`src/rtl/tmr_pkg.sv`:
```
package tmr_pkg;
    localparam int WORD_W  = 32;
    localparam int N_CH    = 6;
    localparam int WDOG_CH = N_CH - 1;
    localparam int ADDR_W  = 4;

    typedef enum logic [ADDR_W-1:0] {
        A_CNT_LO  = 4'd0,
        A_CNT_HI  = 4'd1,
        A_MATCH0  = 4'd2,
        A_STATUS  = 4'd8,
        A_INTEN   = 4'd9,
        A_WDEN    = 4'd10,
        A_DIV     = 4'd11,
        A_LATCH   = 4'd12,
        A_SNAP_LO = 4'd13,
        A_SNAP_HI = 4'd14
    } reg_addr_e;

    typedef enum logic {
        PS_FIRST,
        PS_SECOND
    } ps_state_e;
endpackage

```
`src/rtl/tmr_prescaler.sv`:
```
module tmr_prescaler
    import tmr_pkg::*;
#(
    parameter int DIV_W = 16
) (
    input  logic             clk,
    input  logic             rst_n,
    input  logic             restart,
    input  logic [DIV_W-1:0] div,
    output logic             tick
);
    ps_state_e        state_q, state_d;
    logic [DIV_W-1:0] cnt_q, cnt_d;
    logic             half_done;

    assign half_done = (cnt_q == div);

    always_comb begin
        state_d = state_q;
        cnt_d   = cnt_q + 1'b1;
        if (restart) begin
            state_d = PS_FIRST;
            cnt_d   = '0;
        end else if (half_done) begin
            cnt_d = '0;
            unique case (state_q)
                PS_FIRST:  state_d = PS_SECOND;
                PS_SECOND: state_d = PS_FIRST;
            endcase
        end
    end

    always_ff @(posedge clk) begin
        if (!rst_n) begin
            state_q <= PS_FIRST;
            cnt_q   <= '0;
        end else begin
            state_q <= state_d;
            cnt_q   <= cnt_d;
        end
    end

    always_comb begin
        tick = (state_q == PS_SECOND) && half_done;
    end


    tick_spacing_chk: assert property (@(posedge clk) disable iff (!rst_n)
        tick |=> !tick);
endmodule

```
`src/rtl/tmr_match_chan.sv`:
```
module tmr_match_chan
    import tmr_pkg::*;
(
    input  logic              clk,
    input  logic              rst_n,
    input  logic              match_wr,
    input  logic [WORD_W-1:0] wdata,
    input  logic              clr,
    input  logic              tick,
    input  logic [WORD_W-1:0] cnt_lo_next,
    output logic [WORD_W-1:0] match_q,
    output logic              status_q,
    output logic              hit
);
    assign hit = tick && (cnt_lo_next == match_q);

    always_ff @(posedge clk) begin
        if (!rst_n) begin
            match_q  <= '0;
            status_q <= 1'b0;
        end else begin
            if (match_wr) match_q <= wdata;
            if (hit)      status_q <= 1'b1;
            else if (clr) status_q <= 1'b0;
        end
    end


    status_sticky_chk: assert property (@(posedge clk) disable iff (!rst_n)
        ($past(status_q) && !$past(clr)) |-> status_q);

    status_rise_chk: assert property (@(posedge clk) disable iff (!rst_n)
        $rose(status_q) |-> $past(hit));
endmodule

```
`src/rtl/tick_match_timer.sv`:
```
module tick_match_timer
    import tmr_pkg::*;
#(
    parameter int DIV_W = 16
) (
    input  logic              clk,
    input  logic              rst_n,
    input  logic              bus_sel,
    input  logic              bus_wr,
    input  logic [ADDR_W-1:0] bus_addr,
    input  logic [WORD_W-1:0] bus_wdata,
    output logic [WORD_W-1:0] bus_rdata,
    output logic              irq,
    output logic              wdt_reset
);
    localparam int CNT_W = 2 * WORD_W;

    logic              wr_en;
    logic [CNT_W-1:0]  cnt_q, cnt_inc, snap_q;
    logic [N_CH-1:0]   inten_q, status, hits;
    logic              wden_q;
    logic [DIV_W-1:0]  div_q;
    logic              tick_raw, cnt_wr, tick_eff, latch_cmd;
    logic [WORD_W-1:0] match_q [N_CH];

    assign wr_en     = bus_sel && bus_wr;
    assign cnt_wr    = wr_en && (bus_addr == A_CNT_LO || bus_addr == A_CNT_HI);
    assign tick_eff  = tick_raw && !cnt_wr;
    assign cnt_inc   = cnt_q + 1'b1;
    assign latch_cmd = wr_en && (bus_addr == A_LATCH) && bus_wdata[0];

    tmr_prescaler #(.DIV_W(DIV_W)) u_presc (
        .clk     (clk),
        .rst_n   (rst_n),
        .restart (wr_en && bus_addr == A_DIV),
        .div     (div_q),
        .tick    (tick_raw)
    );

    for (genvar g = 0; g < N_CH; g++) begin : g_chan
        localparam logic [ADDR_W-1:0] MADDR = ADDR_W'(int'(A_MATCH0) + g);
        tmr_match_chan u_chan (
            .clk         (clk),
            .rst_n       (rst_n),
            .match_wr    (wr_en && bus_addr == MADDR),
            .wdata       (bus_wdata),
            .clr         (wr_en && bus_addr == A_STATUS && bus_wdata[g]),
            .tick        (tick_eff),
            .cnt_lo_next (cnt_inc[WORD_W-1:0]),
            .match_q     (match_q[g]),
            .status_q    (status[g]),
            .hit         (hits[g])
        );
    end

    always_ff @(posedge clk) begin
        if (!rst_n) begin
            cnt_q     <= '0;
            snap_q    <= '0;
            inten_q   <= '0;
            wden_q    <= 1'b0;
            div_q     <= '0;
            wdt_reset <= 1'b0;
        end else begin
            if (wr_en && bus_addr == A_CNT_LO)      cnt_q[WORD_W-1:0] <= bus_wdata;
            else if (wr_en && bus_addr == A_CNT_HI) cnt_q[CNT_W-1:WORD_W] <= bus_wdata;
            else if (tick_raw)                      cnt_q <= cnt_inc;
            if (latch_cmd)                          snap_q <= cnt_q;
            if (wr_en && bus_addr == A_INTEN)       inten_q <= bus_wdata[N_CH-1:0];
            if (wr_en && bus_addr == A_WDEN)        wden_q <= bus_wdata[0];
            if (wr_en && bus_addr == A_DIV)         div_q <= bus_wdata[DIV_W-1:0];
            wdt_reset <= wden_q && hits[WDOG_CH];
        end
    end

    assign irq = |(status & inten_q);

    always_comb begin
        bus_rdata = '0;
        case (bus_addr)
            A_CNT_LO:  bus_rdata = cnt_q[WORD_W-1:0];
            A_CNT_HI:  bus_rdata = cnt_q[CNT_W-1:WORD_W];
            A_STATUS:  bus_rdata = WORD_W'(status);
            A_INTEN:   bus_rdata = WORD_W'(inten_q);
            A_WDEN:    bus_rdata = WORD_W'(wden_q);
            A_DIV:     bus_rdata = WORD_W'(div_q);
            A_SNAP_LO: bus_rdata = snap_q[WORD_W-1:0];
            A_SNAP_HI: bus_rdata = snap_q[CNT_W-1:WORD_W];
            default: begin
                for (int k = 0; k < N_CH; k++)
                    if (int'(bus_addr) == int'(A_MATCH0) + k) bus_rdata = match_q[k];
            end
        endcase
    end


    cnt_step_chk: assert property (@(posedge clk) disable iff (!rst_n)
        (tick_raw && !cnt_wr) |=> (cnt_q == $past(cnt_q) + 64'd1));

    snap_capture_chk: assert property (@(posedge clk) disable iff (!rst_n)
        latch_cmd |=> (snap_q == $past(cnt_q)));

    wdt_pulse_chk: assert property (@(posedge clk) disable iff (!rst_n)
        wdt_reset |=> !wdt_reset);

    wdt_status_chk: assert property (@(posedge clk) disable iff (!rst_n)
        wdt_reset |-> status[WDOG_CH]);
endmodule

```
`config.mk`:
```
export PLATFORM = sky130hd
export DESIGN_NAME = tick_match_timer
export DESIGN_NICKNAME = d
export VERILOG_FILES = /design/src/rtl/tmr_pkg.sv /design/src/rtl/tmr_prescaler.sv /design/src/rtl/tmr_match_chan.sv /design/src/rtl/tick_match_timer.sv
export SDC_FILE = /design/constraint.sdc
export NUM_CORES = 1
export LEC_CHECK = 0
export BUFFER_PORTS_ARGS = -buffer_cell sky130_fd_sc_hd__buf_2
export CELL_PAD_IN_SITES_DETAIL_PLACEMENT = 0
export CELL_PAD_IN_SITES_GLOBAL_PLACEMENT = 1
export CORE_AREA = 2 2 295 180
export CTS_CLUSTER_DIAMETER = 40
export CTS_CLUSTER_SIZE = 28
export DETAILED_ROUTE_END_ITERATION = 10
export DIE_AREA = 0 0 297 182
export HOLD_SLACK_MARGIN = 0.12
export PLACE_DENSITY_LB_ADDON = 0.3
export SLEW_MARGIN = 10
export SYNTH_ARGS = -nofsm -noshare
export SYNTH_HDL_FRONTEND = slang
export SYNTH_SLANG_ARGS = --single-unit
```
`constraint.sdc`:
```
create_clock -name clk -period 3 [get_ports clk]
set_clock_uncertainty 0.2 [all_clocks]
set_input_delay 0.6 -clock clk [delete_from_list [all_inputs] [get_ports clk]]
set_output_delay 0.6 -clock clk [all_outputs]
set_load 0.01 [all_outputs]
```
==> Word level (Yosys, flattened, before mapping) <==
Cells that the tools add are included.
{ "word_totals": {"ff_bits": 367, "output_inout_bits": 34} }
{ "op_classes": {"addsub": 2, "n_eq_ne": 28, "muxes": 24, "bitwise_logic": 4, "n_reduce_logical": 47} }
{ "op_table": {"columns": ["op", "n"], "rows": [
  ["32-bit 2-to-1 mux", 9],
  ["32-bit one-hot mux with 8 select lines", 1],
  ["32-bit equality test", 6],
  ["64-bit by 1-bit adder with 64-bit output (second input constant)", 1],
  ["64-bit 2-to-1 mux", 1],
  ["4-bit equality test (second input constant)", 11],
  ["1-bit logical AND", 31],
  ["4-bit by 3-bit equality test with 1-bit output (second input constant)", 6],
  ["16-bit by 1-bit adder with 16-bit output (second input constant)", 1],
  ["16-bit equality test", 1],
  ["2-bit nonzero test", 8],
  ["1-bit 2-to-1 mux", 12],
  ["4-bit by 2-bit equality test with 1-bit output (second input constant)", 2],
  ["6-bit bitwise AND", 1],
  ["6-bit OR reduction", 1],
  ["4-bit by 1-bit equality test with 1-bit output (second input constant)", 1],
  ["4-bit logical NOT", 1],
  ["2-bit AND reduction", 2],
  ["1-bit NOT", 3],
  ["3-bit OR reduction", 1],
  ["2-bit inequality test (second input constant)", 1],
  ["1-bit one-hot mux with 2 select lines", 1],
  ["2-bit OR reduction", 1],
  ["1-bit logical NOT", 1],
  ["1-bit logical OR", 1]
]} }

==> Longest topological paths before layout <==
{ "depth": {"ltp_word": 8, "mapped_depth": 11} }

==> By module <==
From an unflattened synthesis, not the netlist that was laid out.
{ "hier_totals": {"hier_cells": 2335, "hier_area_um2": 20233.2} }
{ "modules_own_cells": {"columns": ["module", "instances", "cells_per_inst", "area_per_inst_um2"], "rows": [
  ["tick_match_timer", 1, 1318, 9766.9],
  ["tmr_match_chan", 6, 152, 1585.3],
  ["tmr_prescaler", 1, 105, 954.7]
]} }

==> Worst setup path after synthesis <==
No wires, ideal clock.
{ "synth_path": {"kind": "flip-flop to flip-flop", "start": "reg cnt_q[1]", "end": "reg g_chan[4].u_chan.status_q", "setup_time_ps": 87, "arrival_time_ps": 2973, "required_time_ps": 2713, "slack_ps": -260, "stages_incl_launch_ff": 10, "n_path_buf": 1, "path_cell_list": "dfxtp_1 ha_1 clkbuf_1 nand3_1 nor4_1 xnor2_1 xor2_1 o311ai_0 or4_1 o31ai_1"} }
{ "synth_between": {"elab_chain_len": 4, "word_cells_on_any_way": 5, "classes_between": "add/sub (1); eq/ne (1); mux (1); reduce/logical (2)"} }
{ "synth_lines": {"columns": ["item", "line", "text"], "rows": [
  ["start, declared", "tick_match_timer.sv:19", "logic [CNT_W-1:0] cnt_q, cnt_inc, snap_q;"],
  ["start signal, assigned by index", "tick_match_timer.sv:65", "if (wr_en && bus_addr == A_CNT_LO) cnt_q[WORD_W-1:0] <= bus_wdata;"],
  ["start signal, assigned by index", "tick_match_timer.sv:66", "else if (wr_en && bus_addr == A_CNT_HI) cnt_q[CNT_W-1:WORD_W] <= bus_wdata;"],
  ["start signal, assigned", "tick_match_timer.sv:67", "else if (tick_raw) cnt_q <= cnt_inc;"],
  ["64-bit by 1-bit adder with 64-bit output *", "tick_match_timer.sv:29", "assign cnt_inc = cnt_q + 1'b1;"],
  ["32-bit equality test *", "tmr_match_chan.sv:15", "assign hit = tick && (cnt_lo_next == match_q);"],
  ["1-bit logical AND *", "tmr_match_chan.sv:15", null],
  ["1-bit 2-to-1 mux / 2-bit nonzero test (equally long branches)", null, null],
  ["end signal, assigned", "tmr_match_chan.sv:20", "status_q <= 1'b0;"],
  ["end signal, assigned", "tmr_match_chan.sv:23", "if (hit) status_q <= 1'b1;"],
  ["end signal, assigned", "tmr_match_chan.sv:24", "else if (clr) status_q <= 1'b0;"],
  ["end, declared", "tmr_match_chan.sv:12", "output logic status_q,"]
]} }
Every way passes the cells marked *; elsewhere a longest branch is shown, timed or not.
A chain may end at the register's enable or synchronous reset.

==> Final worst setup path <==
{ "layout_path": {"start": "reg cnt_q[6]", "end": "reg g_chan[2].u_chan.status_q"} }
{ "layout_between": {"elab_chain_len": 4, "word_cells_on_any_way": 5, "classes_between": "add/sub (1); eq/ne (1); mux (1); reduce/logical (2)"} }
{ "layout_lines": {"columns": ["item", "line"], "rows": [
  ["64-bit by 1-bit adder with 64-bit output *", "tick_match_timer.sv:29"],
  ["32-bit equality test *", "tmr_match_chan.sv:15"],
  ["1-bit logical AND *", "tmr_match_chan.sv:15"],
  ["1-bit 2-to-1 mux / 2-bit nonzero test (equally long branches)", null],
  ["end signal, assigned", "tmr_match_chan.sv:20"],
  ["end signal, assigned", "tmr_match_chan.sv:23"],
  ["end signal, assigned", "tmr_match_chan.sv:24"],
  ["end, declared", "tmr_match_chan.sv:12"]
]} }
Marked as above.

==> impl_metrics.py <==
metrics = {
    "cts": {
        "clkSlewWorstSetupHoldPaths_ns": 0.07,
        "cts_tree": "built",
        "clock_sinks": 367,
        "worstSkewPairLatency_ns": 0.63,
        "clockBufferDepth": 3,
        "cts_made_buffers": 50,
        "htree_levels": 2,
        "root_buffer": "clkbuf_16",
    },
    "place": {
        "detailed_place_hpwl_um": 90870,
        "place_ws_ns": -0.6898,
        "io_buffers": 73,
        "dpl.cell_count": 3932,
        "gp_congestion": 1.087,
        "place_area_mm2": 0.02598,
    },
    "run_status": {
        "status": "complete, but fails checks",
        "violations": "negative setup slack",
    },
    "sta": {
        "max_slew_margin": 0.3337,
        "slew_viol_final": 0,
        "rsz0062_at_grt": "yes",
        "fin_crit_ns": 3.219,
        "hold_viol": 0,
        "fin_ws_ns": -0.2191,
        "hold_slack_ns": 0.1460,
        "fin_crit_sh": 1.073,
        "finalSetupTns_ns": -1.901,
        "max_freq_ghz": 0.3106,
        "finalSetupViolations": 24,
        "tightest_slew_ns": 0.9917,
    },
    "pwr": {
        "power_mw": 13.27,
        "p_leak_nw": 11.17,
        "p_seq_frac": 0.376,
        "power.share.clock": 0.487,
        "power_switching_mw": 4.000,
        "ir_drop_v": 0.0005041,
        "power_density_mw_per_mm2": 438.0,
        "power_frac_comb": 0.137,
        "p_int_mw": 9.274,
        "power_switching_share": 0.3013,
    },
    "setup_path": {
        "cp.required_ns": 3.37,
        "slowest_stage": "or4_4",
        "critical_path_class": "flop to flop",
        "path_cells": "buf_8 > and3_1 > nand3_1 > buf_4 > buf_4 > nand3b_1 > nand4_1 > nor4_2 > buf_4 > nand4_1 > or4_4 > o21ai_1",
        "path_common_cell": "buf_4",
        "start_kind": "flop",
        "end_kind": "flop",
        "cp_max_fo": 17,
        "crit_arrival_ns": 3.59,
        "crit_path_max_incr_delay_ns": 0.60,
    },
    "grt": {
        "grt_pass1_vias": 23940,
        "track_usage": 0.4390,
        "grt-ovfl-total": 0,
        "grt_first_pass_wirelength_um": 172400,
        "grt_antenna_before_repair": 3,
        "grt_max_degree": 72,
    },
    "final_layout": {
        "final_area_mm2": 0.03031,
        "post-route-util": 0.5859,
        "syn_to_final_growth_pct": 41.64,
        "final_common_cell": "nand2_1",
        "drive_gt1_frac": 0.2917,
        "final-instance-count-excl-fill": 4113,
        "final_cell_mix": "nand2_1 (664), buf_4 (455), dfxtp_1 (353)",
        "finalNetCount": 3408,
    },
    "logic_synthesis": {
        "synth_top_area_frac": 0.3434,
        "synth_top_area_cell": "dfxtp_1",
        "yosys_register_bits": 367,
        "async_flop_share": 0,
        "synth_edf_count": 0,
        "syn-num-nets": 2967,
        "netlist_area_mm2": 0.02140,
        "syn_area_per_cell_um2": 7.315,
        "netlist_instances": 2925,
        "yosysSeqAreaShare": 0.3434,
        "yosysWarnings": 0,
        "synth_area_leaders": "dfxtp_1 (34%), nand2_1 (12%), a21oi_1 (7.7%), a22oi_1 (5.4%), xnor2_1 (4.9%)",
        "synth_cell_types": 78,
        "synth_flop_cell": "dfxtp_1",
    },
    "die": {
        "num_io_pins": 74,
        "die_h_um": 182,
        "core_mm2": 0.05172,
        "core.rowCount": 65,
        "die_x_um": 297,
        "initial_core_util": 0.4136,
        "die_area_mm2": 0.05405,
    },
    "route": {
        "dr.pass1.iters": 8,
        "wl_met2_um": 47740,
        "routed_wl_um": 124600,
        "top_layer_used": "met5",
        "vias": 26470,
        "drcViolationCount": 0,
        "drtAntennaViolNets": 0,
        "via_per_inst": 6.435,
        "wl_met3_um": 19600,
        "avgRoutedWirePerCell_um": 30.30,
        "wl_met1_um": 51200,
        "drt_iter0_markers": 4217,
    },
    "run": {
        "cap_violations": 0,
    },
    "min_path": {
        "hold_class": "input port to flop",
    },
}
==> cells in the mapped netlist, types with 12 or more instances <==
| cell type | instances |
|---|---|
| nor4_1 | 32 |
| nand3_1 | 103 |
| buf_2 | 14 |
| or3_1 | 31 |
| nand4_1 | 60 |
| xnor2_1 | 119 |
| dfxtp_1 | 367 |
| a211oi_1 | 27 |
| a22oi_1 | 154 |
| a311oi_1 | 26 |
| nor2_1 | 158 |
| nor2b_1 | 14 |
| inv_1 | 21 |
| a31oi_1 | 39 |
| o22ai_1 | 15 |
| o21ai_0 | 92 |
| clkbuf_1 | 222 |
| nand2_1 | 673 |
| nor3_1 | 42 |
| clkbuf_2 | 13 |
| and4_1 | 12 |
| and3_1 | 31 |
| xor2_1 | 115 |
| nand3b_1 | 14 |
| a21oi_1 | 329 |
| buf_1 | 12 |
| or4_1 | 13 |
==> sequential cells by signal (all words and copies together) (netlist names) <==
signal,count
wdt_reset,1
inten_q,6
u_presc.state_q,1
g_chan.u_chan.match_q,192
g_chan.u_chan.status_q,6
u_presc.cnt_q,16
div_q,16
snap_q,64
wden_q,1
cnt_q,64
==> critical path, delay by kind of cell, from the launching register on <==
family	cells	cell delay, ns
AO/OA/AOI/OAI	1	0.12
buffers and inverters	4	0.70
flip-flops	1	0.39
AND/OR/NAND/NOR	7	1.75
==> final timing paths <==
path / startpoint / end / slack [ns] / cells after the start
max: cnt_q[6]$_SDFFE_PN0P_ / g_chan[2].u_chan.status_q$_SDFFE_PN0P_ / -0.22 / 12
min: bus_wdata[24] / g_chan[3].u_chan.match_q[24]$_SDFFE_PN0P_ / 0.15 / 3
max reg2reg: cnt_q[6]$_SDFFE_PN0P_ / g_chan[2].u_chan.status_q$_SDFFE_PN0P_ / -0.22 / 12
min reg2reg: snap_q[25]$_SDFFE_PN0P_ / snap_q[25]$_SDFFE_PN0P_ / 0.25 / 2
==> power by group through the flow <==
stage	combinational (mW)	sequential [mW]	clock, mW
after floorplan	0.708	5.07	0
after global placement	1.48	5.09	0
after detailed placement	1.49	5.09	0
after CTS	1.65	4.98	6.49
after global routing	1.86	4.99	6.71
final	1.82	4.99	6.46
==> metal layers <==
metal / up-vias / track usage
li1: 11300 / -
met1: 12870 / 0.6335
met2: 2003 / 0.5971
met3: 296 / 0.1390
met4: 4 / 0.1737
met5: - / 0
==> kinds of logic (layout without fill, tap and decap cells) <==
logic type | Yosys count | count (layout) | synth area share
xor gates and xnor gates | 238 | 238 | 0.1001
AOI/OAI and AO/OA | 794 | 794 | 0.2349
adders and majority gates | 2 | 2 | 0.001169
buffers and inverters | 285 | 768 | 0.05228
muxes | 7 | 7 | 0.003333
other | 0 | 2 | 0
and+or+nand+nor | 1232 | 1232 | 0.2649
DFF | 367 | 367 | 0.3434
==> final cells by class <==
type | count | area [µm²]
inverter | 22 | 90.09
timing repair buffer | 652 | 5842
antenna | 2 | 5.005
multi-input combinational | 2273 | 14310
sequential | 367 | 7382
fill | 4753 | 21420
clock buffer | 52 | 1280
clock inverter | 42 | 518.0
tap | 703 | 879.6
==> what timing repair did <==
item / 4_1_cts / 5_1_grt
setup endpoints to repair: 61 / 66
hold buffers: 7 / 0
cloned: 6 / 4
endpoints found under the hold margin: 27 / 0
resized for setup: 203 / 179
pin swaps: 71 / 89
setup buffers: 37 / 41
Power figures use the tool's default switching activity.
